===== src/rtl/vst4_pkg.sv =====
package vst4_pkg;

    typedef enum logic [1:0] {
        ST_IDLE  = 2'd0,
        ST_SEND  = 2'd1,
        ST_WBACK = 2'd2
    } seq_state_e;

endpackage


===== src/rtl/vst4_decode.sv =====
module vst4_decode #(
    parameter int VW      = 128,
    parameter int NSTRUCT = 4,
    parameter int AW      = 64,
    parameter int CNT_W   = $clog2(VW / 8) + 1
) (
    input  logic             q,
    input  logic [1:0]       size,
    output logic             illegal,
    output logic [CNT_W-1:0] elem_cnt,
    output logic [AW-1:0]    total
);

    localparam int VBYTES = VW / 8;

    logic [CNT_W-1:0] vec_bytes;

    always_comb begin
        vec_bytes = q ? CNT_W'(VBYTES) : CNT_W'(VBYTES / 2);
        elem_cnt  = vec_bytes >> size;
        total     = AW'(vec_bytes) * AW'(NSTRUCT);
        illegal   = (size == 2'd3) && !q;
    end

endmodule


===== src/rtl/vst4_lane.sv =====
module vst4_lane #(
    parameter int VW     = 128,
    parameter int EW     = 64,
    parameter int EIDX_W = $clog2(VW / 8)
) (
    input  logic [VW-1:0]     vec,
    input  logic [EIDX_W-1:0] eidx,
    input  logic [1:0]        size,
    output logic [EW-1:0]     data,
    output logic [EW/8-1:0]   be
);

    localparam int SH_W = $clog2(VW) + 1;

    logic [SH_W-1:0]   shamt;
    logic [VW-1:0]     shifted;
    logic [EW-1:0]     cand  [4];
    logic [EW/8-1:0]   bcand [4];

    always_comb begin
        shamt   = SH_W'({eidx, 3'b000}) << size;
        shifted = vec >> shamt;
    end

    for (genvar g = 0; g < 4; g++) begin : g_width
        localparam int WB = 8 << g;
        if (WB <= EW) begin : g_fit
            localparam logic [EW/8-1:0] BEM = (EW/8)'((1 << (WB / 8)) - 1);
            assign cand[g]  = EW'(shifted[WB-1:0]);
            assign bcand[g] = BEM;
        end else begin : g_wide
            assign cand[g]  = '0;
            assign bcand[g] = '0;
        end
    end

    assign data = cand[size];
    assign be   = bcand[size];

endmodule


===== src/rtl/vst4_store_seq.sv =====
module vst4_store_seq #(
    parameter int AW      = 64,
    parameter int VW      = 128,
    parameter int EW      = 64,
    parameter int NREG    = 32,
    parameter int NSTRUCT = 4,
    localparam int RI_W   = $clog2(NREG),
    localparam int BE_W   = EW / 8
) (
    input  logic            clk,
    input  logic            rst_n,
    input  logic            cmd_valid,
    output logic            cmd_ready,
    input  logic            cmd_q,
    input  logic [1:0]      cmd_size,
    input  logic [RI_W-1:0] cmd_rt,
    input  logic [RI_W-1:0] cmd_rn,
    input  logic [RI_W-1:0] cmd_rm,
    input  logic            cmd_post,
    output logic [RI_W-1:0] vrf_idx,
    input  logic [VW-1:0]   vrf_data,
    output logic [RI_W-1:0] gpr_base_idx,
    input  logic [AW-1:0]   gpr_base_data,
    output logic [RI_W-1:0] gpr_off_idx,
    input  logic [AW-1:0]   gpr_off_data,
    output logic            wr_valid,
    input  logic            wr_ready,
    output logic [AW-1:0]   wr_addr,
    output logic [EW-1:0]   wr_data,
    output logic [BE_W-1:0] wr_be,
    output logic            ill_insn,
    output logic            wb_valid,
    output logic [RI_W-1:0] wb_idx,
    output logic [AW-1:0]   wb_data
);
    import vst4_pkg::*;

    localparam int EIDX_W = $clog2(VW / 8);
    localparam int CNT_W  = EIDX_W + 1;
    localparam int SUB_W  = (NSTRUCT > 1) ? $clog2(NSTRUCT) : 1;

    typedef struct packed {
        seq_state_e        st;
        logic [RI_W-1:0]   rt;
        logic [RI_W-1:0]   rn;
        logic [SUB_W-1:0]  sub;
        logic [EIDX_W-1:0] eidx;
        logic [EIDX_W-1:0] elast;
        logic [1:0]        size;
        logic              post;
        logic [AW-1:0]     base;
        logic [AW-1:0]     offs;
        logic [AW-1:0]     step;
        logic              undef;
    } seq_t;

    seq_t cur_q, nxt_d;

    logic             dec_illegal;
    logic [CNT_W-1:0] dec_elems;
    logic [AW-1:0]    dec_total;
    logic [AW-1:0]    ebytes;

    vst4_decode #(
        .VW(VW), .NSTRUCT(NSTRUCT), .AW(AW), .CNT_W(CNT_W)
    ) u_decode (
        .q        (cmd_q),
        .size     (cmd_size),
        .illegal  (dec_illegal),
        .elem_cnt (dec_elems),
        .total    (dec_total)
    );

    vst4_lane #(
        .VW(VW), .EW(EW), .EIDX_W(EIDX_W)
    ) u_lane (
        .vec  (vrf_data),
        .eidx (cur_q.eidx),
        .size (cur_q.size),
        .data (wr_data),
        .be   (wr_be)
    );

    assign ebytes = AW'(1) << cur_q.size;

    always_comb begin
        nxt_d       = cur_q;
        nxt_d.undef = 1'b0;
        case (cur_q.st)
            ST_IDLE: begin
                if (cmd_valid) begin
                    if (dec_illegal) begin
                        nxt_d.undef = 1'b1;
                    end else begin
                        nxt_d.st    = ST_SEND;
                        nxt_d.rt    = cmd_rt;
                        nxt_d.rn    = cmd_rn;
                        nxt_d.size  = cmd_size;
                        nxt_d.post  = cmd_post;
                        nxt_d.base  = gpr_base_data;
                        nxt_d.offs  = '0;
                        nxt_d.sub   = '0;
                        nxt_d.eidx  = '0;
                        nxt_d.elast = EIDX_W'(dec_elems - CNT_W'(1));
                        nxt_d.step  = (cmd_rm == RI_W'(NREG - 1)) ? dec_total : gpr_off_data;
                    end
                end
            end
            ST_SEND: begin
                if (wr_ready) begin
                    nxt_d.offs = cur_q.offs + ebytes;
                    if (cur_q.sub == SUB_W'(NSTRUCT - 1)) begin
                        nxt_d.sub = '0;
                        if (cur_q.eidx == cur_q.elast) begin
                            nxt_d.st = cur_q.post ? ST_WBACK : ST_IDLE;
                        end else begin
                            nxt_d.eidx = cur_q.eidx + EIDX_W'(1);
                        end
                    end else begin
                        nxt_d.sub = cur_q.sub + SUB_W'(1);
                    end
                end
            end
            ST_WBACK: nxt_d.st = ST_IDLE;
            default:  nxt_d.st = ST_IDLE;
        endcase
    end

    always_ff @(posedge clk or negedge rst_n) begin
        if (!rst_n) cur_q <= '0;
        else        cur_q <= nxt_d;
    end

    assign cmd_ready    = (cur_q.st == ST_IDLE);
    assign gpr_base_idx = cmd_rn;
    assign gpr_off_idx  = cmd_rm;
    assign vrf_idx      = cur_q.rt + RI_W'(cur_q.sub);
    assign wr_valid     = (cur_q.st == ST_SEND);
    assign wr_addr      = cur_q.base + cur_q.offs;
    assign ill_insn     = cur_q.undef;
    assign wb_valid     = (cur_q.st == ST_WBACK);
    assign wb_idx       = cur_q.rn;
    assign wb_data      = cur_q.base + cur_q.step;

    AST_STALL_HOLD: assert property (@(posedge clk) disable iff (!rst_n)
        wr_valid && !wr_ready |=> wr_valid && $stable(wr_addr) && $stable(wr_be));

    AST_UNDEF_NO_WRITE: assert property (@(posedge clk) disable iff (!rst_n)
        ill_insn |-> !wr_valid && !wb_valid);

    AST_WB_AFTER_LAST: assert property (@(posedge clk) disable iff (!rst_n)
        wb_valid |-> !wr_valid && !cmd_ready);

    AST_READY_IDLE: assert property (@(posedge clk) disable iff (!rst_n)
        cmd_ready |-> !wr_valid);

    AST_BE_CONTIG: assert property (@(posedge clk) disable iff (!rst_n)
        wr_valid |-> $countones({1'b0, wr_be} + {{BE_W{1'b0}}, 1'b1}) == 1);

    AST_ADDR_STEP: assert property (@(posedge clk) disable iff (!rst_n)
        wr_valid && wr_ready |=> !wr_valid ||
            (wr_addr == $past(wr_addr) + AW'($countones($past(wr_be)))));

endmodule


===== config.mk =====
export PLATFORM = sky130hd
export DESIGN_NAME = vst4_store_seq
export DESIGN_NICKNAME = d
export VERILOG_FILES = /design/src/rtl/vst4_pkg.sv /design/src/rtl/vst4_decode.sv /design/src/rtl/vst4_lane.sv /design/src/rtl/vst4_store_seq.sv
export SDC_FILE = /design/constraint.sdc
export NUM_CORES = 1
export LEC_CHECK = 0
export ABC_CLOCK_PERIOD_IN_PS = 8800
export BUFFER_PORTS_ARGS = -buffer_cell sky130_fd_sc_hd__buf_2
export CAP_MARGIN = 20
export CORE_AREA = 2 2 196 198
export CTS_BUF_LIST = sky130_fd_sc_hd__clkbuf_8
export DETAILED_ROUTE_END_ITERATION = 16
export DIE_AREA = 0 0 198 200
export PLACE_DENSITY_LB_ADDON = 0.08
export SYNTH_ARGS = -nofsm -noshare
export SYNTH_HDL_FRONTEND = slang
export SYNTH_SLANG_ARGS = --single-unit

===== constraint.sdc =====
create_clock -name clk -period 8.8 [get_ports clk]
set_input_delay 1.32 -clock clk [delete_from_list [all_inputs] [get_ports clk]]
set_output_delay 1.32 -clock clk [all_outputs]
set_load 0.1 [all_outputs]

==> impl_metrics.yaml, run 1 <==
global_route:
  grt_usage: 0.397
  grt_overflow: 0
  grt_pass1_vias: 21800
  grt_pass1_wl_um: 122000
  grt_max_degree: 91
  antenna_found_initial: 9
sta:
  fin_crit_sh: 0.690
  worst_pin_slew_ns: 1.15
  slew_violations: 0
  fin_skew_ns: 0.0393
  finalHoldViolations: 0
  fmax_ghz: 0.165
  setup_viol: 0
  slew_headroom: 0.234
  period_minus_slack_ns: 6.07
  fin_tns_setup_ns: 0
  rsz0062_at_grt: "false"
final_layout:
  finalNetCount: 3477
  area.growth.synth_to_final_pct: 16.9
  fin_area_um2: 24600
  num-fill-cells: 3303
  drive_gt1_frac: 0.208
  instances_no_fill: 3614
setup_path:
  timing_worst_setup_path_type: "register to primary output"
  worstSetupEndpointType: "primary output"
  arrival_ns: 4.75
  cp_data_required_time_ns: 7.48
  cp_max_fo: 5
  critPathLaunchType: "register"
route:
  vias_per_cell: 6.31
  vias: 22800
  wl_um: 80500
  remaining_drc_errors: 0
  drt_iter0_drc: 2303
  first_pass_iters: 7
  ant_nets: 0
  post_drt_wl_per_cell_um: 22.3
cts:
  clock_path_buffers: 3
  cts_tree: "done"
  post_cts_buffers: 0
  path_clk_slew_ns: 0.07
  cts-hold-fix-buffers: 0
  htree_levels: 2
  insertion_delay_ns: 0.64
  cts.sinks: 218
  cts.repair.resized: 0
  root_buffer: "clkbuf_8"
  cts_made_buffers: 42
synthesis:
  yosys_warnings: 0
  syn_nets: 3094
  async_flop_share: 1.00
  synth_edf_count: 0
  avgSynthCellArea_um2: 7.87
  ys_seq_elements: 218
  synth_cells: 2674
  synthTopCellsByArea: "dfrtp_1 (26%), mux2i_1 (8.2%), ha_1 (8.1%)"
  yosysTopAreaCell: "dfrtp_1"
  synthDistinctLibCells: 88
  synth_top_area_frac: 0.259
  netlist_area_um2: 21100
  ys_seq_area_frac: 0.259
  synthFlopType: "dfrtp_1"
die:
  die_h_um: 200
  fp-row-count: 71
  die_x_um: 198
  die_area_um2: 39600
  core_um2: 37400
  initial_core_util: 0.563
  ioPinCount: 503
place:
  placed_cell_area_um2: 23600
  io_buffers: 501
  post-dp-hpwl_um: 63100
  place_inst: 3522
  gp_congestion: 1.06
job:
  maxCapViolCount: 0
status:
  status: "finished clean"
hold_path:
  hp-class: "register to register"
-- Yosys cell counts, types with 13 or more instances --
cell      count
a211oi_1    108
a21o_1       67
a21oi_1     181
a22o_1       65
a31oi_1      23
and2_1       15
and3_1       33
buf_2        23
buf_4        23
clkbuf_1    122
dfrtp_1     218
ha_1        137
inv_1        43
mux2_2       16
mux2i_1     172
nand2_1     446
nand2b_1     13
nand3_1      67
nand4_1      45
nor2_1      261
nor2b_1      19
nor3_1       55
o211ai_1     15
o21ai_0     105
o21bai_1     23
or3_1        16
xnor2_1      92
xor2_1       95
-- flip-flops by register name, indices dropped and copies added (netlist names) --
name      flops
cur_q       212
wb_idx        5
ill_insn      1
-- placed cells by master (no fill, tap or decap), types with 65 or more instances in the layout --
| cell type | synthesis | final |
|---|---|---|
| nand2_1 | 446 | 445 |
| buf_2 | 23 | 501 |
| dfrtp_1 | 218 | 218 |
| ha_1 | 137 | 137 |
| nand3_1 | 67 | 66 |
| o21ai_0 | 105 | 105 |
| a21o_1 | 67 | 66 |
| a211oi_1 | 108 | 108 |
| xnor2_1 | 92 | 92 |
| mux2i_1 | 172 | 172 |
| a22o_1 | 65 | 65 |
| a21oi_1 | 181 | 180 |
| xor2_1 | 95 | 95 |
| nor2_1 | 261 | 260 |
-- metal layers --
layer  vias to the layer above  routed length, µm  track usage
met5                         -                  0            0
met4                         0               4410        0.201
met3                       263               7540       0.0810
met2                      1240              35800        0.634
met1                     10900              32700        0.515
li1                      10400                  -            -
-- path summary, 6_finish.rpt --
path | slack [ns] | to | cells past startpoint | start
hold / removal | 0.49 | wb_idx[4] | 2 | wb_idx[4]
setup reg to reg | 4.66 | cur_q[127] | 14 | cur_q[195]
setup / recovery | 2.73 | wb_data[56] | 12 | cur_q[129]
min in group asynchronous | 0.68 | cur_q[184] | 1 | rst_n
max in group asynchronous | 6.85 | cur_q[158] | 2 | rst_n
hold reg to reg | 0.49 | wb_idx[4] | 2 | wb_idx[4]
-- stage by stage --
step | util | hold WS [ns] | setup WS, ns
after floorplan | - | 0.437 | 1.93
after global placement | 0.631 | 0.456 | 3.66
after detailed placement | 0.631 | 0.470 | 3.60
after CTS | 0.656 | 0.487 | 2.91
after global routing | 0.657 | 0.508 | 2.64
final | 0.658 | 0.487 | 2.73
-- worst max-delay path, stage by stage (launching register included) --
cell and delay (ns):
dfrtp_1 0.40, ha_1 0.24, fa_1 0.43, a211oi_1 0.26, o21bai_1 0.15, o2111ai_1 0.45
nand2_1 0.20, a31oi_1 0.39, o21ai_1 0.30, a211oi_1 0.44, o31ai_1 0.14, xor2_1 0.23
buf_2 0.47
-- cells by family after synthesis --
| logic type | count (synthesis) | synth area share |
|---|---|---|
| and+or+nand+nor | 1011 | 0.214 |
| AOI/OAI and AO/OA | 705 | 0.228 |
| buffers and inverters | 223 | 0.0452 |
| DFF | 218 | 0.259 |
| muxes | 188 | 0.0903 |
| xor gates and xnor gates | 187 | 0.0778 |
| adders and majority gates | 141 | 0.0852 |
| other | 1 | 0.000178 |
-- area by class of cell --
class                      count  area (µm²)  share of cell area
multi-input combinational   2233       14700               0.597
timing repair buffer         519        2670               0.109
tap                          511         639              0.0260
clock buffer                  54         743              0.0302
sequential                   218        5460               0.222
antenna                       12        30.0             0.00122
clock inverter                24         211             0.00859
inverter                      43         161             0.00656
Power of run 1 is left out: the tool's default activity adds up to more than one toggle a clock period on the data nets, which glitch-free logic cannot reach.
==> run 2: changes to the inputs <==
--- a/config.mk
+++ b/config.mk
@@ -5,13 +5,13 @@
 export SDC_FILE = /design/constraint.sdc
 export NUM_CORES = 1
 export LEC_CHECK = 0
-export ABC_CLOCK_PERIOD_IN_PS = 8800
+export ABC_CLOCK_PERIOD_IN_PS = 5400
 export BUFFER_PORTS_ARGS = -buffer_cell sky130_fd_sc_hd__buf_2
 export CAP_MARGIN = 20
-export CORE_AREA = 2 2 196 198
+export CORE_ASPECT_RATIO = 1.25
+export CORE_UTILIZATION = 51
 export CTS_BUF_LIST = sky130_fd_sc_hd__clkbuf_8
 export DETAILED_ROUTE_END_ITERATION = 16
-export DIE_AREA = 0 0 198 200
 export PLACE_DENSITY_LB_ADDON = 0.08
 export SYNTH_ARGS = -nofsm -noshare
 export SYNTH_HDL_FRONTEND = slang
==> constraint.sdc (replaced) <==
create_clock -name clk -period 5.4 [get_ports clk]
set_input_delay 0.81 -clock clk [delete_from_list [all_inputs] [get_ports clk]]
set_output_delay 0.81 -clock clk [all_outputs]
set_load 0.1 [all_outputs]
==> run 2 against run 1 <==
Net effect: sequential share of layout area is 0.078 points lower; via count is 2.2% lower; register-to-register slack worse by 3.3 ns; highest routed layer unchanged; worst setup slack worse by 2.7 ns; final cell count is 0.94% higher; critical path depth stayed put; non-clock buffer count is 8 higher; first-iteration DRC count is 20% lower; hold slack worse by 0.17 ns; largest cell class unchanged; core utilization is 4.7 points lower; clock-buffer cell count is 1 lower; flip-flop and latch count stayed put.
==> impl_metrics.yaml, run 2 (same netlist as run 1, synthesis figures left out) <==
setup_path:
  reg2reg_to: "cur_q[127]"
  path_cells: "ha_1 -> fa_1 -> a211oi_1 -> o21bai_1 -> o2111ai_1 -> a211oi_1 -> nor2_1 -> a21oi_2 -> o21ai_2 -> mux2i_1 -> a2111oi_2 -> clkbuf_4"
  rrSetupSlack_ns: 1.36
  arrival_ns: 4.52
  path_buf_inv: 1
  path_common_cell: "a211oi_1"
  r2r_start: "cur_q[195]"
  cp_data_required_time_ns: 4.59
  slowest_stage: "a2111oi_2"
  critPathLaunchType: "register"
  timing_worst_setup_path_type: "register to primary output"
  cp_max_fo: 4
  max_stage_delay_ns: 0.57
  rr_worst_depth: 13
  worstSetupEndpointType: "primary output"
  critPathTopFamily: "compound AO/OA/AOI/OAI gates"
global_route:
  grt_overflow: 0
  grt_pass1_vias: 21500
  grt_usage: 0.375
  grt_max_degree: 125
  antenna_found_initial: 8
  grt_pass1_wl_um: 122000
die:
  core_um2: 40400
  ioPinCount: 503
  die_x_um: 184
  die_h_um: 229
  initial_core_util: 0.521
  fp-row-count: 82
  die_area_um2: 42100
cts:
  cts.repair.resized: 3
  cts.sinks: 218
  clock_path_buffers: 3
  htree_levels: 2
  cts-hold-fix-buffers: 0
  root_buffer: "clkbuf_8"
  cts_tree: "done"
  cts_made_buffers: 40
  insertion_delay_ns: 0.60
  post_cts_buffers: 0
  path_clk_slew_ns: 0.06
route:
  drt_iter0_drc: 1842
  remaining_drc_errors: 0
  ant_nets: 0
  wl_um: 80200
  first_pass_iters: 6
  vias: 22300
  post_drt_wl_per_cell_um: 22.0
  vias_per_cell: 6.12
sta:
  slew_headroom: 0.278
  fmax_ghz: 0.188
  worst_pin_slew_ns: 1.08
  fin_crit_sh: 0.987
  slew_violations: 0
  fin_skew_ns: 0.0369
  setup_viol: 0
  period_minus_slack_ns: 5.33
  finalHoldViolations: 0
final_layout:
  seqCellArea_um2: 5460
  final_common_cell: "buf_2"
  largest_register: "cur_q"
  area.growth.synth_to_final_pct: 17.3
  layout_common_cells: "buf_2 (496), nand2_1 (445), nor2_1 (260), dfrtp_1 (218), a21oi_1 (179)"
  largest_register_ffs: 212
  multiInputGateArea_um2: 14700
  num-fill-cells: 3828
  finalNetCount: 3483
  drive_gt1_frac: 0.210
  final_util: 0.611
place:
  post-dp-hpwl_um: 63400
  gp_congestion: 1.01
  io_buffers: 501
status:
  status: "finished clean"
hold_path:
  hp-class: "primary input to async pin"
job:
  maxCapViolCount: 0
[run 2: worst max-delay path by stage]
| stage | endpoint | from | depth (start not counted) | slack [ns] |
|---|---|---|---|---|
| after detailed placement | wb_data[60] | cur_q[129] | 12 | 0.53 |
| after global routing | wb_data[58] | cur_q[129] | 12 | -0.001 |
| after CTS | wb_data[52] | cur_q[129] | 12 | -0.004 |
| after global placement | wb_data[60] | cur_q[129] | 12 | 0.56 |
| after floorplan | wr_addr[57] | cur_q[94] | 11 | 0.07 |
| final | wb_data[58] | cur_q[129] | 12 | 0.07 |
[run 2: per-stage QoR]
stage / instance area (µm²) / TNS [ns] / instances / hold WS [ns] / setup WS [ns]
global placement: 23800 / 0 / 3567 / 0.453 / 0.564
global route: 24700 / -0.00115 / 3646 / 0.370 / -0.00115
detailed placement: 23800 / 0 / 3567 / 0.455 / 0.532
floorplan: 21100 / 0 / 2674 / 0.437 / 0.0695
CTS: 24700 / -0.00445 / 3639 / 0.332 / -0.00445
finish: 24700 / 0 / 3648 / 0.315 / 0.0719
[run 2: area by class of cell]
class                   instances  area share
clock inverters                19     0.00568
flip-flops and latches        218       0.221
repair buffers                527       0.113
well taps                     546      0.0277
clock buffers                  53      0.0295
inverters                      43     0.00654
multi-input cells            2233       0.596
diodes                          9    0.000912
[run 2: layer usage]
| layer | share of wire | track usage | vias to the layer above |
|---|---|---|---|
| met5 | 0 | 0 | - |
| met3 | 0.081 | 0.0650 | 225 |
| li1 | - | - | 10400 |
| met2 | 0.45 | 0.602 | 1125 |
| met4 | 0.062 | 0.212 | 0 |
| met1 | 0.40 | 0.473 | 10500 |
Power of run 2 is left out for the same reason.
==> run 3: changes to the inputs <==
--- a/config.mk
+++ b/config.mk
@@ -10,7 +10,7 @@
 export CAP_MARGIN = 20
 export CORE_ASPECT_RATIO = 1.25
 export CORE_UTILIZATION = 51
-export CTS_BUF_LIST = sky130_fd_sc_hd__clkbuf_8
+export CTS_BUF_LIST = sky130_fd_sc_hd__clkbuf_2 sky130_fd_sc_hd__clkbuf_4 sky130_fd_sc_hd__clkbuf_8
 export DETAILED_ROUTE_END_ITERATION = 16
 export PLACE_DENSITY_LB_ADDON = 0.08
 export SYNTH_ARGS = -nofsm -noshare
==> run 3 against run 2 <==
Net effect: core utilization increased by 0.077 points; critical endpoint unchanged; sequential share of layout area about the same; wire length about the same; maximum frequency increased by 0.46%; clock-buffer cell count increased by 9; highest routed layer is now met5; flip-flop and latch count unchanged; final cell count about the same; clock skew increased by 0.0013 ns; critical path depth unchanged; global-route usage about the same; via count decreased by 0.25%.
==> impl_metrics.yaml, run 3 (same netlist as run 1, synthesis figures left out) <==
sta:
  fin_crit_sh: 0.982
  fin_tns_setup_ns: 0
  worst_pin_slew_ns: 1.09
  setup_viol: 0
  period_minus_slack_ns: 5.30
  slew_headroom: 0.272
  fmax_ghz: 0.189
  slew_violations: 0
  fin_skew_ns: 0.0381
  finalHoldViolations: 0
place:
  gp_congestion: 1.01
  io_buffers: 501
  post-dp-hpwl_um: 63400
die:
  die_area_um2: 42100
  die_x_um: 184
  ioPinCount: 503
  initial_core_util: 0.521
  die_h_um: 229
  core_um2: 40400
  fp-row-count: 82
final_layout:
  num-fill-cells: 3828
  area.growth.synth_to_final_pct: 17.4
  final_common_cell: "buf_2"
  largest_register: "cur_q"
  multiInputGateArea_um2: 14700
  drive_gt1_frac: 0.213
  largest_register_ffs: 212
  layout_common_cells: "buf_2 (496), nand2_1 (445), nor2_1 (260), dfrtp_1 (218), a21oi_1 (179)"
  finalNetCount: 3483
  seqCellArea_um2: 5460
route:
  drt_iter0_drc: 1956
  vias: 22300
  first_pass_iters: 6
  vias_per_cell: 6.10
  ant_nets: 0
  remaining_drc_errors: 0
  wl_um: 80300
  post_drt_wl_per_cell_um: 22.0
setup_path:
  r2r_start: "cur_q[195]"
  reg2reg_to: "cur_q[127]"
  cp_max_fo: 4
  timing_worst_setup_path_type: "register to primary output"
  critPathTopFamily: "compound AO/OA/AOI/OAI gates"
  path_common_cell: "a211oi_1"
  cp_data_required_time_ns: 4.59
  critPathLaunchType: "register"
  slowest_stage: "a2111oi_2"
  path_buf_inv: 1
  path_cells: "ha_1 -> fa_1 -> a211oi_1 -> o21bai_1 -> o2111ai_1 -> a211oi_1 -> nor2_1 -> a21oi_2 -> o21ai_2 -> mux2i_1 -> a2111oi_2 -> clkbuf_4"
  rrSetupSlack_ns: 1.37
  max_stage_delay_ns: 0.56
  arrival_ns: 4.49
  cp_num_cells: 12
  rr_worst_depth: 13
  worstSetupEndpointType: "primary output"
cts:
  path_clk_slew_ns: 0.06
  cts.sinks: 218
  insertion_delay_ns: 0.61
  cts_tree: "done"
  post_cts_buffers: 0
  htree_levels: 2
  cts-hold-fix-buffers: 0
  cts_made_buffers: 40
  clock_path_buffers: 3
  root_buffer: "clkbuf_8"
global_route:
  grt_pass1_vias: 21500
  grt_overflow: 0
  grt_pass1_wl_um: 122000
  grt_max_degree: 125
  grt_usage: 0.375
  antenna_found_initial: 8
job:
  maxCapViolCount: 0
hold_path:
  hp-class: "primary input to async pin"
status:
  status: "finished clean"
-- run 3: how the worst max path moves through the flow --
stage	slack (ns)	to	from
floorplan	0.07	wr_addr[57]	cur_q[94]
global placement	0.56	wb_data[60]	cur_q[129]
detailed placement	0.53	wb_data[60]	cur_q[129]
CTS	-0.005	wb_data[52]	cur_q[129]
global route	-0.003	wb_data[58]	cur_q[129]
finish	0.1	wb_data[58]	cur_q[129]
-- run 3: final cells by class --
class / count / area share
inverter: 43 / 0.00653
antenna: 8 / 0.000810
tap: 546 / 0.0276
clock inverter: 10 / 0.00430
clock buffer: 62 / 0.0322
timing repair buffer: 527 / 0.113
multi-input combinational: 2233 / 0.595
sequential: 218 / 0.221
-- run 3: through the flow --
step	instance area, µm²	utilization	instances	setup slack, ns	hold slack [ns]
final	24700	0.612	3647	0.0961	0.311
after global routing	24700	0.612	3646	-0.00330	0.370
after CTS	24700	0.611	3639	-0.00495	0.332
after detailed placement	23800	0.588	3567	0.532	0.455
after global placement	23800	0.588	3567	0.564	0.453
after floorplan	21100	-	2674	0.0695	0.437
-- run 3: repair_timing --
action	in CTS	in global routing
pin swaps	0	0
gates cloned	0	0
resized for setup	3	4
setup endpoints to repair	2	8
-- run 3: routing by layer --
metal | GRT usage | part of all wire
met1 | 0.474 | 0.41
met2 | 0.603 | 0.46
met3 | 0.0649 | 0.079
met4 | 0.210 | 0.058
met5 | 0 | 0.00020
Power of run 3 is left out for the same reason.
